### config.mk
export PLATFORM = sky130hd
export DESIGN_NAME = pwm_route_ramp
export DESIGN_NICKNAME = d
export VERILOG_FILES = /design/src/rtl/pwm_route_pkg.sv /design/src/rtl/pwm_route_ctrl.sv /design/src/rtl/pwm_route_dp.sv /design/src/rtl/pwm_route_ramp.sv
export SDC_FILE = /design/constraint.sdc
export NUM_CORES = 1
export LEC_CHECK = 0
export BUFFER_PORTS_ARGS = -buffer_cell sky130_fd_sc_hd__buf_2
export CAP_MARGIN = 20
export CELL_PAD_IN_SITES_DETAIL_PLACEMENT = 0
export CELL_PAD_IN_SITES_GLOBAL_PLACEMENT = 1
export CORE_UTILIZATION = 48
export DETAILED_ROUTE_END_ITERATION = 10
export PLACE_DENSITY_LB_ADDON = 0.1
export SYNTH_ARGS = -nofsm -noshare
export SYNTH_HDL_FRONTEND = slang
export SYNTH_SLANG_ARGS = --single-unit
export TNS_END_PERCENT = 10
### constraint.sdc
create_clock -name clk -period 4.6 [get_ports clk]
set_clock_uncertainty 0.2 [all_clocks]
set_input_delay 0.92 -clock clk [delete_from_list [all_inputs] [get_ports clk]]
set_output_delay 0.92 -clock clk [all_outputs]
set_load 0.02 [all_outputs]
### src/rtl/pwm_route_pkg.sv
package pwm_route_pkg;
  localparam int NUM_OUT = 4;
  localparam int NUM_SRC = 3;
  localparam int REG_W   = 5;

  typedef enum logic [1:0] {
    CFG_STEREO_FB = 2'b00,
    CFG_HB_SUB    = 2'b01,
    CFG_MONO_PAR  = 2'b10,
    CFG_RSVD      = 2'b11
  } outCfg_e;

  typedef struct packed {
    logic               stepTick;
    logic [NUM_OUT-1:0] want;
    outCfg_e            cfg;
  } ctrlStrobe_t;
endpackage

### src/rtl/pwm_route_ctrl.sv
module pwm_route_ctrl
  import pwm_route_pkg::*;
#(
  parameter int STEP_DIV = 64
) (
  input  logic             clk,
  input  logic             rst,
  input  logic             wrEn,
  input  logic             wrSel,
  input  logic [REG_W-1:0] wrData,
  output ctrlStrobe_t      strobe
);
  localparam int DIV_W = (STEP_DIV > 1) ? $clog2(STEP_DIV) : 1;
  localparam logic [DIV_W-1:0] DIV_LAST = DIV_W'(STEP_DIV - 1);

  outCfg_e            cfgReg;
  logic               pdnAllReg;
  logic [NUM_OUT-1:0] pdnOutReg;
  logic [DIV_W-1:0]   divCnt;
  logic               cfgWriteOk;

  assign cfgWriteOk = wrEn && !wrSel && pdnAllReg && (wrData[1:0] != 2'b11);

  always_ff @(posedge clk) begin
    if (rst) begin
      cfgReg    <= CFG_STEREO_FB;
      pdnAllReg <= 1'b1;
      pdnOutReg <= '0;
    end else begin
      if (wrEn && wrSel) begin
        pdnAllReg <= wrData[0];
        pdnOutReg <= wrData[NUM_OUT:1];
      end
      if (cfgWriteOk) cfgReg <= outCfg_e'(wrData[1:0]);
    end
  end

  always_ff @(posedge clk) begin
    if (rst) divCnt <= '0;
    else if (divCnt == DIV_LAST) divCnt <= '0;
    else divCnt <= divCnt + 1'b1;
  end

  always_comb begin
    strobe.stepTick = (divCnt == DIV_LAST);
    strobe.cfg      = cfgReg;
    for (int i = 0; i < NUM_OUT; i++) strobe.want[i] = !pdnAllReg && !pdnOutReg[i];
  end

  AST_CFG_GATED: assert property (@(posedge clk) disable iff (rst)
    (cfgReg != $past(cfgReg)) |-> $past(pdnAllReg));
  AST_CFG_LEGAL: assert property (@(posedge clk) disable iff (rst)
    (cfgReg != CFG_RSVD));
endmodule

### src/rtl/pwm_route_dp.sv
module pwm_route_dp
  import pwm_route_pkg::*;
#(
  parameter int DUTY_W = 10
) (
  input  logic               clk,
  input  logic               rst,
  input  ctrlStrobe_t        strobe,
  input  logic [NUM_SRC-1:0] modP,
  input  logic [NUM_SRC-1:0] modN,
  output logic [NUM_OUT-1:0] pinOut,
  output logic               busy
);
  localparam logic [DUTY_W-1:0] BIAS = DUTY_W'(1 << (DUTY_W - 1));

  logic [DUTY_W-1:0]  pwmCnt;
  logic [DUTY_W-1:0]  duty [NUM_OUT];
  logic [NUM_OUT-1:0] routed;
  logic [NUM_OUT-1:0] settled;
  logic [NUM_OUT-1:0] live;

  always_ff @(posedge clk) begin
    if (rst) pwmCnt <= '0;
    else pwmCnt <= pwmCnt + 1'b1;
  end

  always_comb begin
    case (strobe.cfg)
      CFG_HB_SUB:   routed = {modN[2], modP[2], modP[1], modP[0]};
      CFG_MONO_PAR: routed = {modN[0], modN[0], modP[0], modP[0]};
      default:      routed = {modN[1], modP[1], modN[0], modP[0]};
    endcase
  end

  for (genvar i = 0; i < NUM_OUT; i++) begin : g_pin
    always_ff @(posedge clk) begin
      if (rst) duty[i] <= '0;
      else if (strobe.stepTick) begin
        if (strobe.want[i] && duty[i] < BIAS) duty[i] <= duty[i] + 1'b1;
        else if (!strobe.want[i] && duty[i] != '0) duty[i] <= duty[i] - 1'b1;
      end
    end

    assign live[i]    = strobe.want[i] && (duty[i] == BIAS);
    assign settled[i] = strobe.want[i] ? (duty[i] == BIAS) : (duty[i] == '0);
    assign pinOut[i]  = live[i] ? routed[i] : (pwmCnt < duty[i]);

    AST_DUTY_BOUND: assert property (@(posedge clk) disable iff (rst)
      (duty[i] <= BIAS));
    AST_DUTY_RATE: assert property (@(posedge clk) disable iff (rst)
      (duty[i] != $past(duty[i])) |-> $past(strobe.stepTick));
    AST_UP_DIR: assert property (@(posedge clk) disable iff (rst)
      strobe.want[i] |=> (duty[i] >= $past(duty[i])));
    AST_DOWN_DIR: assert property (@(posedge clk) disable iff (rst)
      !strobe.want[i] |=> (duty[i] <= $past(duty[i])));
    AST_OFF_LOW: assert property (@(posedge clk) disable iff (rst)
      (!strobe.want[i] && duty[i] == '0) |-> !pinOut[i]);
  end

  assign busy = !(&settled);
endmodule

### src/rtl/pwm_route_ramp.sv
module pwm_route_ramp
  import pwm_route_pkg::*;
#(
  parameter int DUTY_W   = 10,
  parameter int STEP_DIV = 64
) (
  input  logic         clk,
  input  logic         rst,
  input  logic         wrEn,
  input  logic         wrSel,
  input  logic [4:0]   wrData,
  input  logic [2:0]   modP,
  input  logic [2:0]   modN,
  output logic [3:0]   pwmOut,
  output logic         rampBusy
);
  ctrlStrobe_t strobe;

  pwm_route_ctrl #(.STEP_DIV(STEP_DIV)) u_ctrl (
    .clk(clk), .rst(rst), .wrEn(wrEn), .wrSel(wrSel), .wrData(wrData),
    .strobe(strobe)
  );

  pwm_route_dp #(.DUTY_W(DUTY_W)) u_dp (
    .clk(clk), .rst(rst), .strobe(strobe), .modP(modP), .modN(modN),
    .pinOut(pwmOut), .busy(rampBusy)
  );
endmodule

==> results of run 1 <==
-- through the flow --
step                hold slack, ns  instance area [um2]  total power, mW  worst slack, ns
floorplan                    0.232                 4960            0.774            0.946
global placement             0.244                 5130            0.818             1.13
detailed placement           0.254                 5130            0.823            0.963
CTS                          0.265                 5320             1.31            0.688
global route                 0.286                 5320             1.36            0.334
finish                       0.266                 5320             1.29            0.692
-- sequential cells by signal, indices dropped and copies added (netlist names) --
signal and count:
u_ctrl.pdnAllReg 1, u_dp.pwmCnt 10, u_ctrl.cfgReg 2, u_dp.duty 40, u_ctrl.divCnt 6, u_ctrl.pdnOutReg 4
-- cell type report --
class                      count  area (um2)
clock inverter                 7        63.8
tap                          133         166
multi-input combinational    452        3010
clock buffer                   9         124
timing repair buffer          21         110
fill                         960        4590
sequential                    63        1660
inverter                      48         180
-- critical path, stage by stage, from the launching register on --
cell,delay [ns]
edfxtp_1,0.43
inv_1,0.12
ha_1,0.22
nor4b_1,0.67
nand2_1,0.34
nor4b_1,0.33
nand3_1,0.14
buf_2,0.18
-- metal layers --
metal  up-vias  part of all wire (%)
met5         -                     0
met4         0                   1.3
met3        12                   4.0
met2        96                    46
met1      2107                    48
li1       2197                     -
-- cell usage in the layout, fill, tap and decap left out, types with 23 or more instances in the layout --
| cell type | instances |
|---|---|
| nand2_1 | 50 |
| nand3_1 | 29 |
| a21oi_1 | 40 |
| edfxtp_1 | 40 |
| nor2_1 | 60 |
| o21ai_0 | 35 |
| ha_1 | 54 |
| dfxtp_1 | 23 |
| nor3_1 | 26 |
| inv_1 | 48 |
-- Yosys cell counts (all sizes together) (10+ instances only) --
cell	n
edfxtp	40
o21ai	35
xnor2	10
nand3	29
dfxtp	23
clkbuf	13
nor2	60
a221oi	10
xor2	12
ha	54
nand2	52
a21oi	40
nor3	26
inv	48
o22ai	10
a211oi	10
-- how the worst max path moves through the flow --
stage | endpoint | cells after the start | slack [ns] | from
CTS | rampBusy | 7 | 0.69 | u_dp.duty[1][0]
floorplan | u_dp.duty[2][9] | 11 | 0.95 | rst
finish | rampBusy | 7 | 0.69 | u_dp.duty[1][0]
global route | rampBusy | 7 | 0.33 | u_dp.duty[1][1]
global placement | u_dp.duty[2][9] | 12 | 1.13 | rst
detailed placement | u_dp.duty[2][9] | 13 | 0.96 | u_ctrl.divCnt[0]
-- power by group through the flow --
stage | sequential [mW] | clock (mW) | combinational [mW]
2_1_floorplan | 0.660 | 0 | 0.114
3_3_place_gp | 0.680 | 0 | 0.138
3_5_place_dp | 0.680 | 0 | 0.143
4_1_cts | 0.667 | 0.494 | 0.144
5_1_grt | 0.673 | 0.523 | 0.165
6_report | 0.668 | 0.481 | 0.144
-- kinds of logic (layout without fill, tap and decap cells) --
| group | count (synthesis) | after routing | share of synthesized area, % |
|---|---|---|---|
| buf+inv | 66 | 85 | 5.68 |
| fa+ha+maj | 55 | 55 | 14.0 |
| xor+xnor | 22 | 22 | 3.89 |
| flops | 63 | 63 | 33.5 |
| simple gates | 207 | 207 | 19.8 |
| mux | 5 | 5 | 1.01 |
| compound gates | 163 | 163 | 22.1 |
==> results.cfg, run 1 <==
[run_status]
outcome = completed

[routing]
wl_mm = 12.3
via_per_inst = 6.02
drc = 0
dr_total_vias = 4412
detail-route-antenna-nets = 0
drt_first_pass_iters = 5
first_iter_violations = 300
wl_per_cell_um = 16.8

[placement]
io_buffers = 19
place_hpwl_mm = 9.05
place_inst = 717
globalplace.congestion = 0.821

[global_route]
grt_pass1_wl_mm = 20.7
grt_use_total_pct = 24.0
use_met1_pct = 33.4
grt_antenna_before_repair = 0
use_met3_pct = 3.96
busiest_layer = met2
first_global_vias = 4099
grt_max_degree = 26
met2_usage_pct = 38.1
grt_overflow = 0

[power_and_ir_drop]
p_sw_uw = 364
p_clk_share_pct = 37.2
sequentialPowerShare_pct = 51.6
vdd_drop_max_mv = 0.157
p_comb_share_pct = 11.2
powerDensity_nw_per_um2 = 243
netSwitchingFraction_pct = 28.2
internal_power_uw = 930
power_leakage_nw = 2.11

[sta]
maxSlewViolCount = 0
min_period_ns = 3.91
setup_viol_count_final = 0
relSlewSlack_pct = 31.4
finalHoldViolCount = 0
min_period_over_period_pct = 85.0
tightest_slew_ns = 1.02
rsz0062_at_grt = no
setup_tns_ns = 0
fmax_ghz = 0.256

[synth]
syn_area_per_cell_um2 = 8.53
synth_edf_count = 40
async_flop_share_pct = 0
synth_top_area_share_pct = 24.2
seq_area_frac_synth_pct = 33.5
synth_area_um2 = 4960
synth_cell_types = 62
synth_fp_nets = 651
ys.flop_type = edfxtp_1
synthCells = 581
ys_top_cells_by_area = edfxtp_1, ha_1, dfxtp_1, nor2_1, a21oi_1
yosysWarnings = 0
synth_top_area_cell = edfxtp_1
ys_seq_elements = 63

[worst_setup_path]
reg2reg_from = u_ctrl.divCnt[0]
crit_fanout = 5
setup.worst_path.end_class = output pin
rr_endpoint = u_dp.duty[2][9]
r2r_slack_ns = 0.95
cp.required_ns = 3.48
reg2reg_depth = 13
start_kind = register
critPathKind = reg -> out
crit_arrival_ns = 2.79

[layout]
utilization_pct = 53.7
num-nets-final = 665
antenna_cells = 0
layout-drive-gt1-share_pct = 8.00
fin_cells = 733
area_growth_pct = 7.32

[worst_hold_path]
hp-class = reg -> reg
whs_endpoint = u_ctrl.divCnt[0]
hold_start = u_ctrl.divCnt[0]
whs_path_depth = 1

[floorplanning]
die_h_um = 104
die_w_um = 104
initial_core_util_pct = 50.0
io_pins = 20
rows = 36
die-area_um2 = 10700
coreArea_um2 = 9910

[clock_tree]
clock_latency_ns = 0.35
cts_tree = done
root_buffer = clkbuf_8
cts_resized = 0
htree_num_levels = 3
hold_buffers = 0
path_clk_slew_ns = 0.08
numCtsBuffers = 9
cts_buffer_depth = 2
post_cts_buffers = 0
cts_num_sinks = 63

[flow_run]
maxCapViolCount = 0
No activity file was read; power rests on OpenSTA's default activity.
==> run 2: changes to the inputs <==
--- a/config.mk
+++ b/config.mk
@@ -5,11 +5,12 @@
 export SDC_FILE = /design/constraint.sdc
 export NUM_CORES = 1
 export LEC_CHECK = 0
+export ABC_AREA = 1
 export BUFFER_PORTS_ARGS = -buffer_cell sky130_fd_sc_hd__buf_2
 export CAP_MARGIN = 20
 export CELL_PAD_IN_SITES_DETAIL_PLACEMENT = 0
 export CELL_PAD_IN_SITES_GLOBAL_PLACEMENT = 1
-export CORE_UTILIZATION = 48
+export CORE_UTILIZATION = 47
 export DETAILED_ROUTE_END_ITERATION = 10
 export PLACE_DENSITY_LB_ADDON = 0.1
 export SYNTH_ARGS = -nofsm -noshare
==> constraint.sdc (replaced) <==
create_clock -name clk -period 4 [get_ports clk]
set_clock_uncertainty 0.2 [all_clocks]
set_input_delay 0.8 -clock clk [delete_from_list [all_inputs] [get_ports clk]]
set_output_delay 0.8 -clock clk [all_outputs]
set_load 0.02 [all_outputs]
==> run 2 against run 1 <==
Effect of this change: die area grew 2.3%; register-to-register slack gained 0.15 ns; highest routed layer unchanged; the flow now finishes with violations (DRC); synthesized cell count grew 15%; largest cell class unchanged.
==> results.cfg, run 2 <==
[floorplanning]
die_h_um = 105
coreArea_um2 = 10300
initial_core_util_pct = 48.3
die-area_um2 = 11000
die_w_um = 105
io_pins = 20
rows = 37

[worst_setup_path]
crit_chain = inv_1 -> ha_1 -> inv_1 -> nor2_1 -> nand2_1 -> nor3_1 -> nand3_1 -> o21ai_0 -> buf_2
crit_arrival_ns = 2.46
crit_fanout = 5
reg2reg_depth = 13
cp.required_ns = 3.00
setup.worst_path.end_class = output pin
crit_family = simple AND/OR/NAND/NOR gates
cp_slowest_stage_delay_ns = 0.45
critPathKind = reg -> out
crit_path_top_delay_cell = edfxtp_1
path_buf_inv = 3
crit_cells = 9
start_kind = register
path_common_cell = inv_1

[power_and_ir_drop]
p_clk_share_pct = 36.0
sequentialPowerShare_pct = 52.4
netSwitchingFraction_pct = 27.1
powerDensity_nw_per_um2 = 268
p_comb_share_pct = 11.6
power_leakage_nw = 2.48
vdd_drop_max_mv = 0.201
p_sw_uw = 393
internal_power_mw = 1.06

[synth]
synth_area_um2 = 4970
synth_most_common_cell = nand2_1
syn_area_per_cell_um2 = 7.42
synthCells = 670
synth_edf_count = 40
seq_area_frac_synth_pct = 33.4
synth_common_cells = nand2_1, inv_1, nor2_1, ha_1, o21ai_0
ys.flop_type = edfxtp_1
ys_seq_elements = 63
yosysWarnings = 0
synth_cell_types = 39
async_flop_share_pct = 0
synth_fp_nets = 740
ys_top_cells_by_area = edfxtp_1, ha_1, dfxtp_1, nand2_1, inv_1
synth_top_area_share_pct = 24.2
synth_top_area_cell = edfxtp_1

[sta]
setup_viol_count_final = 0
min_period_over_period_pct = 86.6
fmax_ghz = 0.289
rsz0062_at_grt = no
min_period_ns = 3.46
finalHoldViolCount = 0
setup_tns_ns = 0
maxSlewViolCount = 0
relSlewSlack_pct = 61.0
tightest_slew_ns = 0.584

[clock_tree]
htree_num_levels = 3
cts_num_sinks = 63
post_cts_buffers = 0
cts_buffer_depth = 2
numCtsBuffers = 9
cts_resized = 0
root_buffer = clkbuf_8
clock_latency_ns = 0.36
hold_buffers = 0
cts_tree = done
path_clk_slew_ns = 0.07

[routing]
wl_mm = 11.8
drt_first_pass_iters = 8
first_iter_violations = 176
drc = 2
detail-route-antenna-nets = 0
wl_per_cell_um = 14.1
via_per_inst = 5.31
dr_total_vias = 4443

[layout]
multi_input_area_um2 = 2920
reg_top3 = u_dp.duty x40, u_dp.pwmCnt x10, u_ctrl.divCnt x6
seqCellArea_um2 = 1660
final_common_cell = nand2_1
area_growth_pct = 8.66
largest_reg_flops = 40
num-nets-final = 766
final_cell_mix = nand2_1, inv_1, nor2_1, ha_1, o21ai_0
nFillCells = 1056
antenna_cells = 0
top_register = u_dp.duty
utilization_pct = 52.5
layout-drive-gt1-share_pct = 6.42

[global_route]
grt_pass1_wl_mm = 19.6
grt_use_total_pct = 22.9
grt_antenna_before_repair = 0
grt_overflow = 0
grt_max_degree = 18
first_global_vias = 4153

[placement]
place_hpwl_mm = 9.07
globalplace.congestion = 0.871
io_buffers = 19

[worst_hold_path]
hp-class = reg -> reg
whs_path_depth = 1

[run_status]
violations = DRC
outcome = complete, but fails checks

[flow_run]
maxCapViolCount = 0
## run 2: path summary, 6_finish.rpt
kind / start / endpoint / slack [ns]
hold reg to reg: u_ctrl.divCnt[0] / u_ctrl.divCnt[0] / 0.25
hold / removal: u_ctrl.divCnt[0] / u_ctrl.divCnt[0] / 0.25
setup / recovery: u_dp.duty[1][0] / pwmOut[1] / 0.54
setup reg to reg: u_ctrl.divCnt[0] / u_dp.duty[2][7] / 1.10
## run 2: metrics by stage
step / cell area (um2) / hold slack, ns / cells / worst slack, ns / power, mW
2_1_floorplan: 4970 / 0.218 / 670 / 0.972 / 0.890
3_3_place_gp: 5220 / 0.230 / 821 / 0.805 / 0.938
3_5_place_dp: 5220 / 0.239 / 821 / 0.779 / 0.942
4_1_cts: 5400 / 0.249 / 837 / 0.554 / 1.47
5_1_grt: 5400 / 0.262 / 837 / 0.390 / 1.53
6_report: 5400 / 0.249 / 837 / 0.538 / 1.45
## run 2: logic make-up (layout without fill, tap and decap cells)
| group | Yosys count | in the layout | share of synthesized area (%) |
|---|---|---|---|
| flops | 63 | 63 | 33.4 |
| fa+ha+maj | 55 | 55 | 14.0 |
| mux | 3 | 3 | 0.604 |
| simple gates | 297 | 297 | 25.8 |
| xor+xnor | 26 | 26 | 4.58 |
| buf+inv | 103 | 134 | 7.88 |
| compound gates | 123 | 123 | 13.7 |
## run 2: routing by layer
metal,vias to the layer above,GRT usage [%],part of all wire (%)
li1,2316,-,-
met1,2048,28.9,48
met2,62,38.6,47
met3,17,3.56,3.0
met4,0,10.6,1.8
met5,-,0,0
## run 2: cell type report
| cell class | count | area share [%] |
|---|---|---|
| timing repair buffer | 20 | 1.90 |
| multi-input combinational | 504 | 54.0 |
| inverter | 98 | 6.81 |
| clock buffer | 15 | 3.27 |
| sequential | 63 | 30.8 |
| clock inverter | 1 | 0.0927 |
| tap | 136 | 3.15 |
## run 2: power by group through the flow
stage / Clock, mW / Sequential [mW] / Combinational, mW
2_1_floorplan: 0 / 0.758 / 0.131
3_3_place_gp: 0 / 0.773 / 0.165
3_5_place_dp: 0 / 0.774 / 0.169
4_1_cts: 0.542 / 0.759 / 0.169
5_1_grt: 0.564 / 0.765 / 0.197
6_report: 0.522 / 0.760 / 0.168
